===== src/rtl/imd_pkg.sv =====
package imd_pkg;

    localparam int CYC_W      = 4;
    localparam int LEN_W      = 2;
    localparam int TAKEN_CYC  = 3;

    typedef enum logic [3:0] {
        MODE_IMP = 4'd0,
        MODE_ACC = 4'd1,
        MODE_IMM = 4'd2,
        MODE_ZP  = 4'd3,
        MODE_ZPX = 4'd4,
        MODE_ZPY = 4'd5,
        MODE_ABS = 4'd6,
        MODE_ABX = 4'd7,
        MODE_ABY = 4'd8,
        MODE_IZX = 4'd9,
        MODE_IZY = 4'd10,
        MODE_REL = 4'd11,
        MODE_IND = 4'd12
    } mode_e;

    typedef enum logic [1:0] {
        IDX_NONE = 2'd0,
        IDX_X    = 2'd1,
        IDX_Y    = 2'd2
    } idx_e;

    typedef enum logic [3:0] {
        CLS_ILLEGAL  = 4'd0,
        CLS_ALU      = 4'd1,
        CLS_LOAD     = 4'd2,
        CLS_STORE    = 4'd3,
        CLS_RMW      = 4'd4,
        CLS_BRANCH   = 4'd5,
        CLS_JUMP     = 4'd6,
        CLS_CALL     = 4'd7,
        CLS_RETURN   = 4'd8,
        CLS_PUSH     = 4'd9,
        CLS_PULL     = 4'd10,
        CLS_TRANSFER = 4'd11,
        CLS_FLAG     = 4'd12,
        CLS_STEP     = 4'd13,
        CLS_NOP      = 4'd14,
        CLS_BREAK    = 4'd15
    } cls_e;

    typedef struct packed {
        logic             legal;
        mode_e            mode;
        logic [CYC_W-1:0] cycles;
        cls_e             cls;
    } grp_dec_t;

    localparam grp_dec_t DEC_ILLEGAL = '{
        legal:  1'b0,
        mode:   MODE_IMP,
        cycles: '0,
        cls:    CLS_ILLEGAL
    };

    function automatic grp_dec_t mk_dec(mode_e m, int unsigned c, cls_e k);
        grp_dec_t d;
        d.legal  = 1'b1;
        d.mode   = m;
        d.cycles = CYC_W'(c);
        d.cls    = k;
        return d;
    endfunction

endpackage


===== src/rtl/imd_alu_grp.sv =====
// Table for opcodes with bits[1:0] = 01 (accumulator arithmetic, load, store).
module imd_alu_grp
    import imd_pkg::*;
(
    input  logic [2:0] aaa_i,
    input  logic [2:0] bbb_i,
    output grp_dec_t   dec_o
);

    localparam logic [2:0] OP_STORE = 3'd4;
    localparam logic [2:0] OP_LOAD  = 3'd5;
    localparam logic [2:0] B_IMM    = 3'd2;

    cls_e mem_cls;

    always_comb begin
        unique case (aaa_i)
            OP_STORE: mem_cls = CLS_STORE;
            OP_LOAD:  mem_cls = CLS_LOAD;
            default:  mem_cls = CLS_ALU;
        endcase
    end

    always_comb begin
        dec_o = DEC_ILLEGAL;
        unique case (bbb_i)
            3'd0: dec_o = mk_dec(MODE_IZX, 6, mem_cls);
            3'd1: dec_o = mk_dec(MODE_ZP,  3, mem_cls);
            3'd2: dec_o = mk_dec(MODE_IMM, 2, mem_cls);
            3'd3: dec_o = mk_dec(MODE_ABS, 4, mem_cls);
            3'd4: dec_o = mk_dec(MODE_IZY, 5, mem_cls);
            3'd5: dec_o = mk_dec(MODE_ZPX, 4, mem_cls);
            3'd6: dec_o = mk_dec(MODE_ABY, 4, mem_cls);
            3'd7: dec_o = mk_dec(MODE_ABX, 4, mem_cls);
        endcase
        // storing to an immediate operand is undefined
        if (aaa_i == OP_STORE && bbb_i == B_IMM) begin
            dec_o = DEC_ILLEGAL;
        end
    end

endmodule


===== src/rtl/imd_rmw_grp.sv =====
// Table for opcodes with bits[1:0] = 10 (shifts, inc/dec, X load/store,
// plus the implied transfers, X step and no-op that share the group).
module imd_rmw_grp
    import imd_pkg::*;
(
    input  logic [2:0] aaa_i,
    input  logic [2:0] bbb_i,
    output grp_dec_t   dec_o
);

    localparam logic [2:0] OP_STX = 3'd4;
    localparam logic [2:0] OP_LDX = 3'd5;
    localparam logic [2:0] OP_DEC = 3'd6;

    logic xreg;
    cls_e mem_cls;

    assign xreg = (aaa_i == OP_STX) || (aaa_i == OP_LDX);

    always_comb begin
        unique case (aaa_i)
            OP_STX:  mem_cls = CLS_STORE;
            OP_LDX:  mem_cls = CLS_LOAD;
            default: mem_cls = CLS_RMW;
        endcase
    end

    always_comb begin
        dec_o = DEC_ILLEGAL;
        unique case (bbb_i)
            3'd0: begin
                if (aaa_i == OP_LDX) dec_o = mk_dec(MODE_IMM, 2, CLS_LOAD);
            end
            3'd1: dec_o = mk_dec(MODE_ZP, 5, mem_cls);
            3'd2: begin
                unique case (aaa_i)
                    OP_STX:  dec_o = mk_dec(MODE_IMP, 2, CLS_TRANSFER);
                    OP_LDX:  dec_o = mk_dec(MODE_IMP, 2, CLS_TRANSFER);
                    OP_DEC:  dec_o = mk_dec(MODE_IMP, 2, CLS_STEP);
                    3'd7:    dec_o = mk_dec(MODE_IMP, 2, CLS_NOP);
                    default: dec_o = mk_dec(MODE_ACC, 2, CLS_RMW);
                endcase
            end
            3'd3: dec_o = mk_dec(MODE_ABS, 6, mem_cls);
            3'd4: dec_o = DEC_ILLEGAL;
            3'd5: dec_o = mk_dec(xreg ? MODE_ZPY : MODE_ZPX, 6, mem_cls);
            3'd6: begin
                if (xreg) dec_o = mk_dec(MODE_IMP, 2, CLS_TRANSFER);
            end
            3'd7: begin
                if (aaa_i == OP_LDX)      dec_o = mk_dec(MODE_ABY, 7, CLS_LOAD);
                else if (aaa_i != OP_STX) dec_o = mk_dec(MODE_ABX, 7, CLS_RMW);
            end
        endcase
    end

endmodule


===== src/rtl/imd_ctl_grp.sv =====
// Table for opcodes with bits[1:0] = 00: Y-register and compare memory forms
// and the one-off control, stack, step, transfer and flag opcodes.
module imd_ctl_grp
    import imd_pkg::*;
(
    input  logic [2:0] aaa_i,
    input  logic [2:0] bbb_i,
    output grp_dec_t   dec_o
);

    localparam logic [2:0] OP_STY = 3'd4;
    localparam logic [2:0] OP_LDY = 3'd5;

    cls_e mem_cls;

    always_comb begin
        unique case (aaa_i)
            OP_STY:  mem_cls = CLS_STORE;
            OP_LDY:  mem_cls = CLS_LOAD;
            default: mem_cls = CLS_ALU;
        endcase
    end

    always_comb begin
        dec_o = DEC_ILLEGAL;
        unique case (bbb_i)
            3'd0: begin
                unique case (aaa_i)
                    3'd0:    dec_o = mk_dec(MODE_IMP, 7, CLS_BREAK);
                    3'd1:    dec_o = mk_dec(MODE_ABS, 6, CLS_CALL);
                    3'd2:    dec_o = mk_dec(MODE_IMP, 6, CLS_RETURN);
                    3'd3:    dec_o = mk_dec(MODE_IMP, 6, CLS_RETURN);
                    3'd4:    dec_o = DEC_ILLEGAL;
                    default: dec_o = mk_dec(MODE_IMM, 2, mem_cls);
                endcase
            end
            3'd1: begin
                if (aaa_i == 3'd1 || aaa_i >= OP_STY)
                    dec_o = mk_dec(MODE_ZP, 3, mem_cls);
            end
            3'd2: begin
                unique case (aaa_i)
                    3'd0:    dec_o = mk_dec(MODE_IMP, 3, CLS_PUSH);
                    3'd1:    dec_o = mk_dec(MODE_IMP, 4, CLS_PULL);
                    3'd2:    dec_o = mk_dec(MODE_IMP, 3, CLS_PUSH);
                    3'd3:    dec_o = mk_dec(MODE_IMP, 4, CLS_PULL);
                    OP_LDY:  dec_o = mk_dec(MODE_IMP, 2, CLS_TRANSFER);
                    default: dec_o = mk_dec(MODE_IMP, 2, CLS_STEP);
                endcase
            end
            3'd3: begin
                unique case (aaa_i)
                    3'd0:    dec_o = DEC_ILLEGAL;
                    3'd2:    dec_o = mk_dec(MODE_ABS, 3, CLS_JUMP);
                    3'd3:    dec_o = mk_dec(MODE_IND, 5, CLS_JUMP);
                    default: dec_o = mk_dec(MODE_ABS, 4, mem_cls);
                endcase
            end
            3'd4: dec_o = mk_dec(MODE_REL, 2, CLS_BRANCH);
            3'd5: begin
                if (aaa_i == OP_STY || aaa_i == OP_LDY)
                    dec_o = mk_dec(MODE_ZPX, 4, mem_cls);
            end
            3'd6: begin
                if (aaa_i == OP_STY) dec_o = mk_dec(MODE_IMP, 2, CLS_TRANSFER);
                else                 dec_o = mk_dec(MODE_IMP, 2, CLS_FLAG);
            end
            3'd7: begin
                if (aaa_i == OP_LDY) dec_o = mk_dec(MODE_ABX, 4, CLS_LOAD);
            end
        endcase
    end

endmodule


===== src/rtl/imd_mode_attr.sv =====
// Per-mode attributes: byte length, index register, page-cross possibility.
module imd_mode_attr
    import imd_pkg::*;
(
    input  mode_e            mode_i,
    output logic [LEN_W-1:0] length_o,
    output idx_e             index_o,
    output logic             page_cross_o
);

    always_comb begin
        length_o     = LEN_W'(1);
        index_o      = IDX_NONE;
        page_cross_o = 1'b0;
        case (mode_i)
            MODE_IMP, MODE_ACC: length_o = LEN_W'(1);
            MODE_IMM, MODE_ZP, MODE_REL: length_o = LEN_W'(2);
            MODE_ZPX, MODE_IZX: begin
                length_o = LEN_W'(2);
                index_o  = IDX_X;
            end
            MODE_ZPY: begin
                length_o = LEN_W'(2);
                index_o  = IDX_Y;
            end
            MODE_IZY: begin
                length_o     = LEN_W'(2);
                index_o      = IDX_Y;
                page_cross_o = 1'b1;
            end
            MODE_ABS, MODE_IND: length_o = LEN_W'(3);
            MODE_ABX: begin
                length_o     = LEN_W'(3);
                index_o      = IDX_X;
                page_cross_o = 1'b1;
            end
            MODE_ABY: begin
                length_o     = LEN_W'(3);
                index_o      = IDX_Y;
                page_cross_o = 1'b1;
            end
            default: length_o = LEN_W'(1);
        endcase
    end

endmodule


===== src/rtl/insn_mode_decoder.sv =====
module insn_mode_decoder
    import imd_pkg::*;
(
    input  logic [7:0] opcode_i,
    output logic [3:0] mode_o,
    output logic [1:0] length_o,
    output logic [3:0] cycles_o,
    output logic [3:0] taken_cycles_o,
    output logic [1:0] index_o,
    output logic [3:0] class_o,
    output logic       illegal_o,
    output logic       page_cross_o
);

    grp_dec_t dec_ctl;
    grp_dec_t dec_alu;
    grp_dec_t dec_rmw;
    grp_dec_t dec_sel;

    logic [LEN_W-1:0] len_w;
    idx_e             idx_w;
    logic             pgx_w;

    imd_ctl_grp u_ctl (.aaa_i(opcode_i[7:5]), .bbb_i(opcode_i[4:2]), .dec_o(dec_ctl));
    imd_alu_grp u_alu (.aaa_i(opcode_i[7:5]), .bbb_i(opcode_i[4:2]), .dec_o(dec_alu));
    imd_rmw_grp u_rmw (.aaa_i(opcode_i[7:5]), .bbb_i(opcode_i[4:2]), .dec_o(dec_rmw));

    always_comb begin
        unique case (opcode_i[1:0])
            2'b00: dec_sel = dec_ctl;
            2'b01: dec_sel = dec_alu;
            2'b10: dec_sel = dec_rmw;
            2'b11: dec_sel = DEC_ILLEGAL;
        endcase
    end

    imd_mode_attr u_attr (
        .mode_i       (dec_sel.mode),
        .length_o     (len_w),
        .index_o      (idx_w),
        .page_cross_o (pgx_w)
    );

    assign mode_o         = dec_sel.mode;
    assign length_o       = len_w;
    assign cycles_o       = dec_sel.cycles;
    assign taken_cycles_o = (dec_sel.cls == CLS_BRANCH) ? 4'(TAKEN_CYC) : 4'd0;
    assign index_o        = idx_w;
    assign class_o        = dec_sel.cls;
    assign illegal_o      = ~dec_sel.legal;
    assign page_cross_o   = pgx_w;

endmodule


===== config.mk =====
export PLATFORM = sky130hd
export DESIGN_NAME = insn_mode_decoder
export DESIGN_NICKNAME = d
export VERILOG_FILES = /design/src/rtl/imd_pkg.sv /design/src/rtl/imd_alu_grp.sv /design/src/rtl/imd_rmw_grp.sv /design/src/rtl/imd_ctl_grp.sv /design/src/rtl/imd_mode_attr.sv /design/src/rtl/insn_mode_decoder.sv
export SDC_FILE = /design/constraint.sdc
export NUM_CORES = 1
export LEC_CHECK = 0
export ABC_CLOCK_PERIOD_IN_PS = 3400
export BUFFER_PORTS_ARGS = -buffer_cell sky130_fd_sc_hd__buf_4
export CAP_MARGIN = 10
export CORE_MARGIN = 2
export CORE_UTILIZATION = 60
export DETAILED_ROUTE_END_ITERATION = 10
export GPL_TIMING_DRIVEN = 0
export PLACE_DENSITY = 0.88
export SYNTH_ARGS = -nofsm -noshare
export SYNTH_HDL_FRONTEND = slang
export SYNTH_SLANG_ARGS = --single-unit

===== constraint.sdc =====
create_clock -name vclk -period 3.4
set_clock_uncertainty 0.1 [all_clocks]
set_input_delay 0 -clock vclk [all_inputs]
set_output_delay 0 -clock vclk [all_outputs]
set_load 0.005 [all_outputs]

### Yosys cells after proc, flatten, opt, wreduce, memory -nomap -nowiden

Cells that the tools add are included.

* reduce and logical (&&, ||, !) cells: 15
* muxes and demuxes: 24
* eq/ne operators: 30
* bitwise operators: 1
* magnitude comparators: 1

Operators with widths (count)
* 13-bit one-hot mux with 8 select lines: 3
* 13-bit 2-to-1 mux: 8
* 13-bit one-hot mux with 4 select lines: 2
* 13-bit one-hot mux with 3 select lines: 1
* 9-bit one-hot mux with 3 select lines: 1
* 3-bit == test, second input constant: 8
* 7-bit one-hot mux with 3 select lines: 1
* 4-bit by 3-bit == test with 1-bit output, second input constant: 5
* 4-bit == test, second input constant: 5
* 3-bit by 2-bit == test with 1-bit output, second input constant: 4
* 2-bit one-hot mux with 2 select lines: 3
* 3-bit OR reduction: 3
* 4-bit by 2-bit == test with 1-bit output, second input constant: 2
* 2-bit OR reduction: 4
* 7-bit OR reduction: 1
* 3-bit by 1-bit == test with 1-bit output, second input constant: 2
* 3-bit zero test: 2
* 3-bit one-hot mux with 2 select lines: 1
* 2-bit == test, second input constant: 2
* 4-bit OR reduction: 1
* 3-bit >= comparator, second input constant: 1
* 3-bit 2-to-1 mux: 1
* 3-bit != test, second input constant: 1
* 2-bit by 1-bit == test with 1-bit output, second input constant: 1
* other kinds (6): 8

* input port bits: 8
* bits in registers: 0

### Logic depth before layout (Yosys ltp)

Gate-level depths: netlist of the first run.

* word-level depth: 8
* depth in mapped cells: 9
* gate-level depth less buffers: 6

### Modules after synthesis

From an unflattened synthesis of the first run, not the netlist that was laid out.

* cell total of the unflattened synthesis: 226
* area, all modules: 1498.9 um2

Modules (own cells, without submodules)
* imd_ctl_grp: cells each 85, area an instance 515.5 um2, sequential area each 0.0 um2, times used 1
* imd_rmw_grp: cells each 53, area an instance 359.1 um2, sequential area each 0.0 um2, times used 1
* insn_mode_decoder: cells each 47, area an instance 336.6 um2, sequential area each 0.0 um2, times used 1
* imd_alu_grp: cells each 29, area an instance 190.2 um2, sequential area each 0.0 um2, times used 1
* imd_mode_attr: cells each 12, area an instance 97.6 um2, sequential area each 0.0 um2, times used 1

### Worst setup path before layout of the first run

OpenSTA, ideal clock, no wires.

* path type: input to output
* start: input port opcode_i[7]
* end: output port taken_cycles_o[1]
* data arrival time: 1359 ps
* required time: 3300 ps
* buffers on the path: 2
* setup slack: 1941 ps
* stages: 8
* path through: buf_4 -> and2b_1 -> a41oi_1 -> or3_4 -> o211ai_4 -> nand2_1 -> nor2_1 -> buf_4

* longest elaborated chain between the ends: 7
* elaborated cells between the ends (all ways): 38

Ends and longest elaborated chain
* start, declared: line insn_mode_decoder.sv:4 `input logic [7:0] opcode_i,`
* 3-bit == test, or another cell as far along
* 2-bit one-hot mux with 2 select lines, or another cell as far along: line imd_alu_grp.sv:17, imd_ctl_grp.sv:17
* 13-bit one-hot mux with 4 select lines, or another cell as far along: line imd_ctl_grp.sv:28 `unique case (aaa_i)`
* 13-bit one-hot mux with 8 select lines, or another cell as far along: line imd_ctl_grp.sv:26 `unique case (bbb_i)`
* 13-bit one-hot mux with 4 select lines (*): line insn_mode_decoder.sv:29 `unique case (opcode_i[1:0])`
* 4-bit by 3-bit == test with 1-bit output (*): line insn_mode_decoder.sv:47 `assign taken_cycles_o = (dec_sel.cls == CLS_BRANCH) ? 4'(TAKEN_CYC) : 4'd0;`
* 2-bit 2-to-1 mux (*): line insn_mode_decoder.sv:47
* end, declared: line insn_mode_decoder.sv:8 `output logic [3:0] taken_cycles_o,`

Every way passes the cells marked *; elsewhere a longest branch is shown, timed or not. The select of a mux whose other input is x is not followed.

### Worst setup path after layout of the first run

* start: input port opcode_i[6]
* end: output port length_o[0]

* longest elaborated chain between the ends: 8
* elaborated cells between the ends (all ways): 43

Ends and longest elaborated chain
* 3-bit by 2-bit == test with 1-bit output, or another cell as far along: line imd_ctl_grp.sv:28, imd_ctl_grp.sv:52
* 2-bit OR reduction (no line), or another cell as far along
* 13-bit one-hot mux with 4 select lines, or another cell as far along: line imd_ctl_grp.sv:28
* 13-bit one-hot mux with 8 select lines (on tied branches): line imd_ctl_grp.sv:26, imd_rmw_grp.sv:30
* 13-bit one-hot mux with 4 select lines (*): line insn_mode_decoder.sv:29
* 4-bit by 2-bit == test with 1-bit output, or another cell as far along: line imd_mode_attr.sv:15 `case (mode_i)`
* 7-bit OR reduction (no line) or 4-bit OR reduction (tied branches)
* 2-bit one-hot mux with 2 select lines (*): line imd_mode_attr.sv:15
* end, declared: line insn_mode_decoder.sv:6 `output logic [1:0] length_o,`

Every way passes the cells marked *; elsewhere a longest branch is shown, timed or not.

==> results_dict.tcl, run 1 <==
set metrics [dict create \
    vdd_drop_max_uv 110 \
    drv_slew 0 \
    tns_ns 0 \
    diodes 0 \
    startpoint_type "primary input" \
    crit_slowest_cell "nor3b_4" \
    mostFrequentLayoutCells "buf_4 (32), nand2_1 (22), a21oi_1 (21), nor2_1 (18), o21ai_0 (12)" \
    cpPeakStageDelay_ns 0.40 \
    worst_pin_slew_ns 0.618 \
    grt_antenna_before_repair 0 \
    synth.avg_cell_area_um2 6.39 \
    track_usage_pct 35.3 \
    die_h_um 49.6 \
    grt_busiest_layer "met2" \
    cp_cell_sequence "buf_4 > buf_6 > nor3b_4 > a31oi_1 > nand2_2 > o311ai_4 > or3_1 > o21ai_1 > buf_4" \
    min_path_type "primary input to output pin" \
    core_um2 1960 \
    antenna_left 0 \
    path_delay_family "simple AND/OR/NAND/NOR gates" \
    leakage_uw 0.000622 \
    die_w_um 49.6 \
    finalPower_uw 221 \
    arrival_ns 1.95 \
    synth.distinct_cells 59 \
    areaGrowthSynthToFinish_pct 19.0 \
    crit_type "primary input to output pin" \
    seq_area_um2 0 \
    hold_violations 0 \
    drt-initial-drc-count 164 \
    layout_commonest_cell "buf_4" \
    fin_nets 233 \
    nFlopsAndLatches 0 \
    wl_per_cell_um 17.0 \
    max_cap_viol_count 0 \
    met1_usage_pct 44.8 \
    synth.top_cell.area_share_pct 8.43 \
    path_max_fanout 10 \
    synth_top_area_cell "a21oi_1" \
    rsz0062_at_grt "false" \
    ys_top_cells_by_area "a21oi_1 (8.4%), nand2_1 (6.6%), nor2_1 (5.4%)" \
    crit_top_cell "buf_4" \
    cts_setup_buffers 0 \
    vias_per_cell 6.74 \
    wl_mm 4.24 \
    post_cts_resize_count 0 \
    route.detailed.drc 0 \
    grt-ovfl-total 0 \
    start_util_pct 63.5 \
    die-area_um2 2460 \
    num_rows 16 \
    dr_total_vias 1685 \
    status "finished clean" \
    worstSetupEndpointType "output pin" \
    grt_pass1_vias 1523 \
    clock_buffers 0 \
    power_density_nw_per_um2 149 \
    dr.pass1.iters 6 \
    grt_max_degree 11 \
    syn_area_um2 1250 \
    max_freq_ghz 0.489 \
    period_minus_slack_ns 2.05 \
    hpwl_mm 3.20 \
    slew_headroom_pct 58.6 \
    use_met3_pct 3.64 \
    ios 30 \
    drive_above_1_share_pct 28.3 \
    port-buffer-count 26 \
    cp.required_ns 3.30 \
    use_met2_pct 60.9 \
    path_buf_inv 3 \
    yosys_warnings 0 \
    grt_pass1_wl_mm 6.98 \
    setup_viol 0 \
    finalCritPeriodShare_pct 60.2 \
    syn_inst 195 \
    routabilityCongestion 1.01 \
    cts_hold_buf 0 \
    seq_area_frac_synth_pct 0 \
]
worst min-delay path: stages:
cell	delay [ns]
buf_4	0.13
nor2_1	0.06
nand2_1	0.05
nand2_1	0.05
buf_4	0.12
metal layers:
layer	part of all wire (%)	vias up
li1	-	760
met3	14	36
met5	0	-
met1	36	726
met2	44	163
met4	6.2	0
layout make-up:
class                      instances  area, um2
multi-input combinational        166       1060
fill                             171        479
timing repair buffer              26        195
buffer                            22        159
inverter                           9       33.8
tap                               27       33.8
cell families after synthesis:
kind of cell	after synthesis	share of synthesized area, %
AND/OR/NAND/NOR	83	36.9
AO/OA/AOI/OAI	76	43.9
buffers and inverters	31	15.5
XOR/XNOR	4	3.41
other	1	0.301
path summary, 6_finish.rpt:
path,end,slack (ns),start,depth (start not counted)
hold / removal,cycles_o[0],0.32,opcode_i[1],5
setup / recovery,length_o[0],1.35,opcode_i[6],9
cells in the mapped netlist (all sizes together):
cell / instances
or3: 4
o21ai: 18
a21oi: 21
a2bb2oi: 1
nor3: 7
clkbuf: 3
a32o: 1
and2b: 5
a221oi: 2
nand2: 23
a311oi: 2
o21bai: 1
o2bb2ai: 2
a31oi: 7
buf: 19
o22ai: 5
a211oi: 1
a222oi: 1
nor3b: 2
and2: 1
inv: 9
or2: 3
o221ai: 1
a211o: 1
nand3: 3
nand2b: 10
nor2: 18
a2111oi: 1
a32oi: 1
xor2: 4
a22oi: 2
nand3b: 2
a21boi: 1
o32ai: 1
conb: 1
a41oi: 1
nor2b: 3
nor4: 2
o311ai: 1
o211ai: 4
power breakdown:
| group | switching (uW) | internal [uW] |
|---|---|---|
| clock | 0 | 0 |
| combinational | 125 | 95.9 |
| sequential | 0 | 0 |
| total | 125 | 95.9 |
stage by stage:
stage	area [um2]	setup WS (ns)	util, %	std cells	hold WS (ns)
after floorplan	1250	1.94	-	197	0.0247
after global placement	1480	1.56	75.6	250	0.297
after detailed placement	1480	1.45	75.6	250	0.305
after CTS	1480	1.45	75.6	250	0.305
after global routing	1480	1.25	75.6	250	0.340
final	1480	1.35	75.6	250	0.315
No activity file was read; power rests on OpenSTA's default activity.
==> run 2, diff against run 1 <==
ABC_CLOCK_PERIOD_IN_PS = 1850   (was 3400)
CORE_UTILIZATION = 52   (was 60)
PLACE_DENSITY = 0.81   (was 0.88)
clock period = 1.85 ns   (was 3.4 ns; I/O delays follow)
==> run 2 against run 1 <==
Final cell count up 0.80%. Power up 87%. Cell area up 3.0%. Utilization down 7.2 points. Via count down 2.6%. First-iteration DRC count down 39%. Sequential cell count unchanged. Critical endpoint is now index_o[1].
==> results_dict.tcl, run 2 (same netlist as run 1, synthesis figures left out) <==
set metrics [dict create \
    crit_type "primary input to output pin" \
    finalHoldWorstSlack_ns 0.338 \
    status "finished clean" \
    placedInstanceArea_um2 1480 \
    whs_endpoint "cycles_o[0]" \
    cp.required_ns 1.75 \
    port-buffer-count 26 \
    die_w_um 53.0 \
    route.detailed.drc 0 \
    wl_per_cell_um 16.5 \
    wl_mm 4.15 \
    max_freq_ghz 0.556 \
    place_inst 251 \
    ios 30 \
    worstSetupEndpointType "output pin" \
    antenna_left 0 \
    fin_nets 234 \
    core_um2 2230 \
    drive_above_1_share_pct 32.1 \
    vdd_drop_max_uv 177 \
    max_cap_viol_count 0 \
    finalPower_uw 412 \
    num_rows 17 \
    period_minus_slack_ns 1.80 \
    min_from "opcode_i[1]" \
    nFlopsAndLatches 0 \
    setup_viol 0 \
    holdPathStages 5 \
    drt-initial-drc-count 100 \
    grt-ovfl-total 0 \
    rsz0062_at_grt "true" \
    grt_antenna_before_repair 0 \
    grt_pass1_wl_mm 6.84 \
    power_density_nw_per_um2 270 \
    cts_hold_buf 0 \
    routabilityCongestion 0.990 \
    die_h_um 53.0 \
    path_max_fanout 8 \
    start_util_pct 55.8 \
    areaGrowthSynthToFinish_pct 22.5 \
    diodes 0 \
    dr.pass1.iters 5 \
    dr_total_vias 1641 \
    finalCritPeriodShare_pct 97.3 \
    track_usage_pct 32.1 \
    min_path_type "primary input to output pin" \
    grt_pass1_vias 1424 \
    vias_per_cell 6.51 \
    die-area_um2 2800 \
    layout_commonest_cell "buf_4" \
    grt_max_degree 11 \
    hold_violations 0 \
    mostFrequentLayoutCells "buf_4 (33), nand2_1 (22), a21oi_1 (20), nor2_1 (16), o21ai_0 (12)" \
    startpoint_type "primary input" \
    clock_buffers 0 \
    seq_area_um2 0 \
    hpwl_mm 3.13 \
    drv_slew 0 \
    fin_area_um2 1530 \
    multiInputGateArea_um2 1090 \
    instances_no_fill 252 \
    arrival_ns 1.70 \
    final.fill_count 203 \
    leakage_uw 0.000633 \
    tns_ns 0 \
]
==> run 2: repair_timing <==
| item | in CTS | in global routing |
|---|---|---|
| setup endpoints to repair | 2 | 5 |
| gates resized for setup | 1 | 9 |
| setup buffers | 0 | 1 |
| pin swaps | 0 | 1 |
==> run 2: worst max-delay path, cell delays in order <==
cell	delay (ns)
buf_4	0.15
nor3_4	0.39
nor2_1	0.20
a31oi_2	0.26
o211ai_4	0.13
or3_1	0.34
o21ai_1	0.10
buf_4	0.13
==> run 2: stage by stage <==
stage	utilization [%]	setup WS (ns)
finish	68.3	0.0505
global route	68.3	-0.00730
CTS	66.7	0.0243
detailed placement	66.4	-0.0337
global placement	66.4	0.0256
floorplan	-	0.391
==> run 2: per-layer routing <==
layer	vias up	routed length (um)	share of wire, %	global-route usage, %
met3	24	448	11	1.13
li1	763	-	-	-
met1	728	1680	40	43.6
met5	-	0	0	0
met4	0	163	3.9	8.97
met2	126	1860	45	54.8
==> run 2: area by class of cell <==
cell class                 instances  share of cell area (%)
buffer                            22                    10.5
inverter                           9                    2.21
tap                               28                    2.30
timing repair buffer              27                    13.3
multi-input combinational        166                    71.7
==> run 2: power breakdown <==
group,switching [uW],internal (uW)
registers,0,0
logic,230,181
clock network,0,0
==> run 2: worst max path at each step <==
stage	startpoint	to	slack, ns	cells past startpoint
final	opcode_i[4]	index_o[1]	0.05	8
after global routing	opcode_i[1]	taken_cycles_o[1]	-0.007	9
after CTS	opcode_i[6]	length_o[0]	0.02	9
after detailed placement	opcode_i[6]	length_o[0]	-0.03	9
after global placement	opcode_i[6]	length_o[0]	0.03	9
after floorplan	opcode_i[7]	taken_cycles_o[1]	0.39	8
==> run 3, diff against run 2 <==
MAX_ROUTING_LAYER = met4   (was not set)
==> run 3 against run 2 <==
Power increased by 1.9%. Via count grew 3.0%. First-iteration DRC count rose by 25%. Setup slack worse by 0.0071 ns. Largest power group unchanged.
==> results_dict.tcl, run 3 (same netlist as run 1, synthesis figures left out) <==
set metrics [dict create \
    min_path_type "primary input to output pin" \
    finalCritPeriodShare_pct 97.7 \
    met1_usage_pct 40.9 \
    hold_violations 0 \
    antenna_left 0 \
    mostFrequentLayoutCells "buf_4 (35), nand2_1 (22), a21oi_1 (20), nor2_1 (16), o21ai_0 (12)" \
    fin_area_um2 1550 \
    wl_mm 4.32 \
    grt_pass1_vias 1469 \
    track_usage_pct 32.5 \
    areaGrowthSynthToFinish_pct 24.4 \
    drt-initial-drc-count 125 \
    core_um2 2230 \
    die_w_um 53.0 \
    use_met2_pct 56.3 \
    use_met3_pct 2.54 \
    max_cap_viol_count 0 \
    status "finished clean" \
    vdd_drop_max_uv 217 \
    placedInstanceArea_um2 1480 \
    grt_pass1_wl_mm 6.73 \
    setup_viol 0 \
    grt_antenna_before_repair 0 \
    grt_max_degree 11 \
    die_h_um 53.0 \
    worstSetupEndpointType "output pin" \
    final.fill_count 200 \
    finalPower_uw 419 \
    vias_per_cell 6.66 \
    crit_type "primary input to output pin" \
    start_util_pct 55.8 \
    max_freq_ghz 0.554 \
    drive_above_1_share_pct 32.7 \
    fin_nets 236 \
    wl_per_cell_um 17.0 \
    cp.required_ns 1.75 \
    nFlopsAndLatches 0 \
    routabilityCongestion 1.03 \
    layout_commonest_cell "buf_4" \
    dr_total_vias 1691 \
    grt_busiest_layer "met2" \
    hpwl_mm 3.17 \
    arrival_ns 1.71 \
    power_density_nw_per_um2 271 \
    die-area_um2 2800 \
    cts_hold_buf 0 \
    diodes 0 \
    leakage_uw 0.000645 \
    multiInputGateArea_um2 1100 \
    rsz0062_at_grt "false" \
    ios 30 \
    clock_buffers 0 \
    finalHoldWorstSlack_ns 0.328 \
    grt-ovfl-total 0 \
    dr.pass1.iters 7 \
    port-buffer-count 26 \
    route.detailed.drc 0 \
    drv_slew 0 \
    num_rows 17 \
    startpoint_type "primary input" \
    path_max_fanout 9 \
    seq_area_um2 0 \
    period_minus_slack_ns 1.81 \
]
run 3: repair_timing:
item	4_1_cts	5_1_grt
buffers inserted	0	3
cloned	0	0
pin swaps	0	2
setup endpoints to repair	2	6
resized for setup	1	10
run 3: worst paths after layout:
path,from,end,depth (start not counted)
max,opcode_i[1],taken_cycles_o[1],9
min,opcode_i[1],cycles_o[0],5
run 3: routing by layer:
metal / vias to the layer above / share of wire, %
li1: 765 / -
met1: 754 / 37
met2: 140 / 46
met3: 32 / 13
met4: 0 / 4.1
met5: - / 0
run 3: per-stage QoR:
stage                     setup WS, ns  setup TNS, ns  cells  util [%]
after floorplan                  0.391              0    197         -
after global placement         -0.0506        -0.0974    251      66.4
after detailed placement       -0.0676        -0.0943    251      66.4
after global routing           0.00331              0    254      69.4
after CTS                       0.0403              0    251      66.7
final                           0.0434              0    254      69.4
run 3: area by class of cell:
class              count  share of cell area [%]
inverters              9                    2.18
well taps             28                    2.26
repair buffers        29                    14.0
plain buffers         22                    10.3
multi-input cells    166                    71.2
run 3: report_power, final:
part	internal, uW	switching, uW
registers	0	0
clock network	0	0
logic	184	235
run 3: critical path, cell delays in order:
cell and delay, ns:
buf_4 0.14, or2_1 0.20, buf_2 0.19, or3_4 0.41, o211ai_4 0.23, nand2_1 0.11, nor2_1 0.18, buf_4 0.14
buf_4 0.09
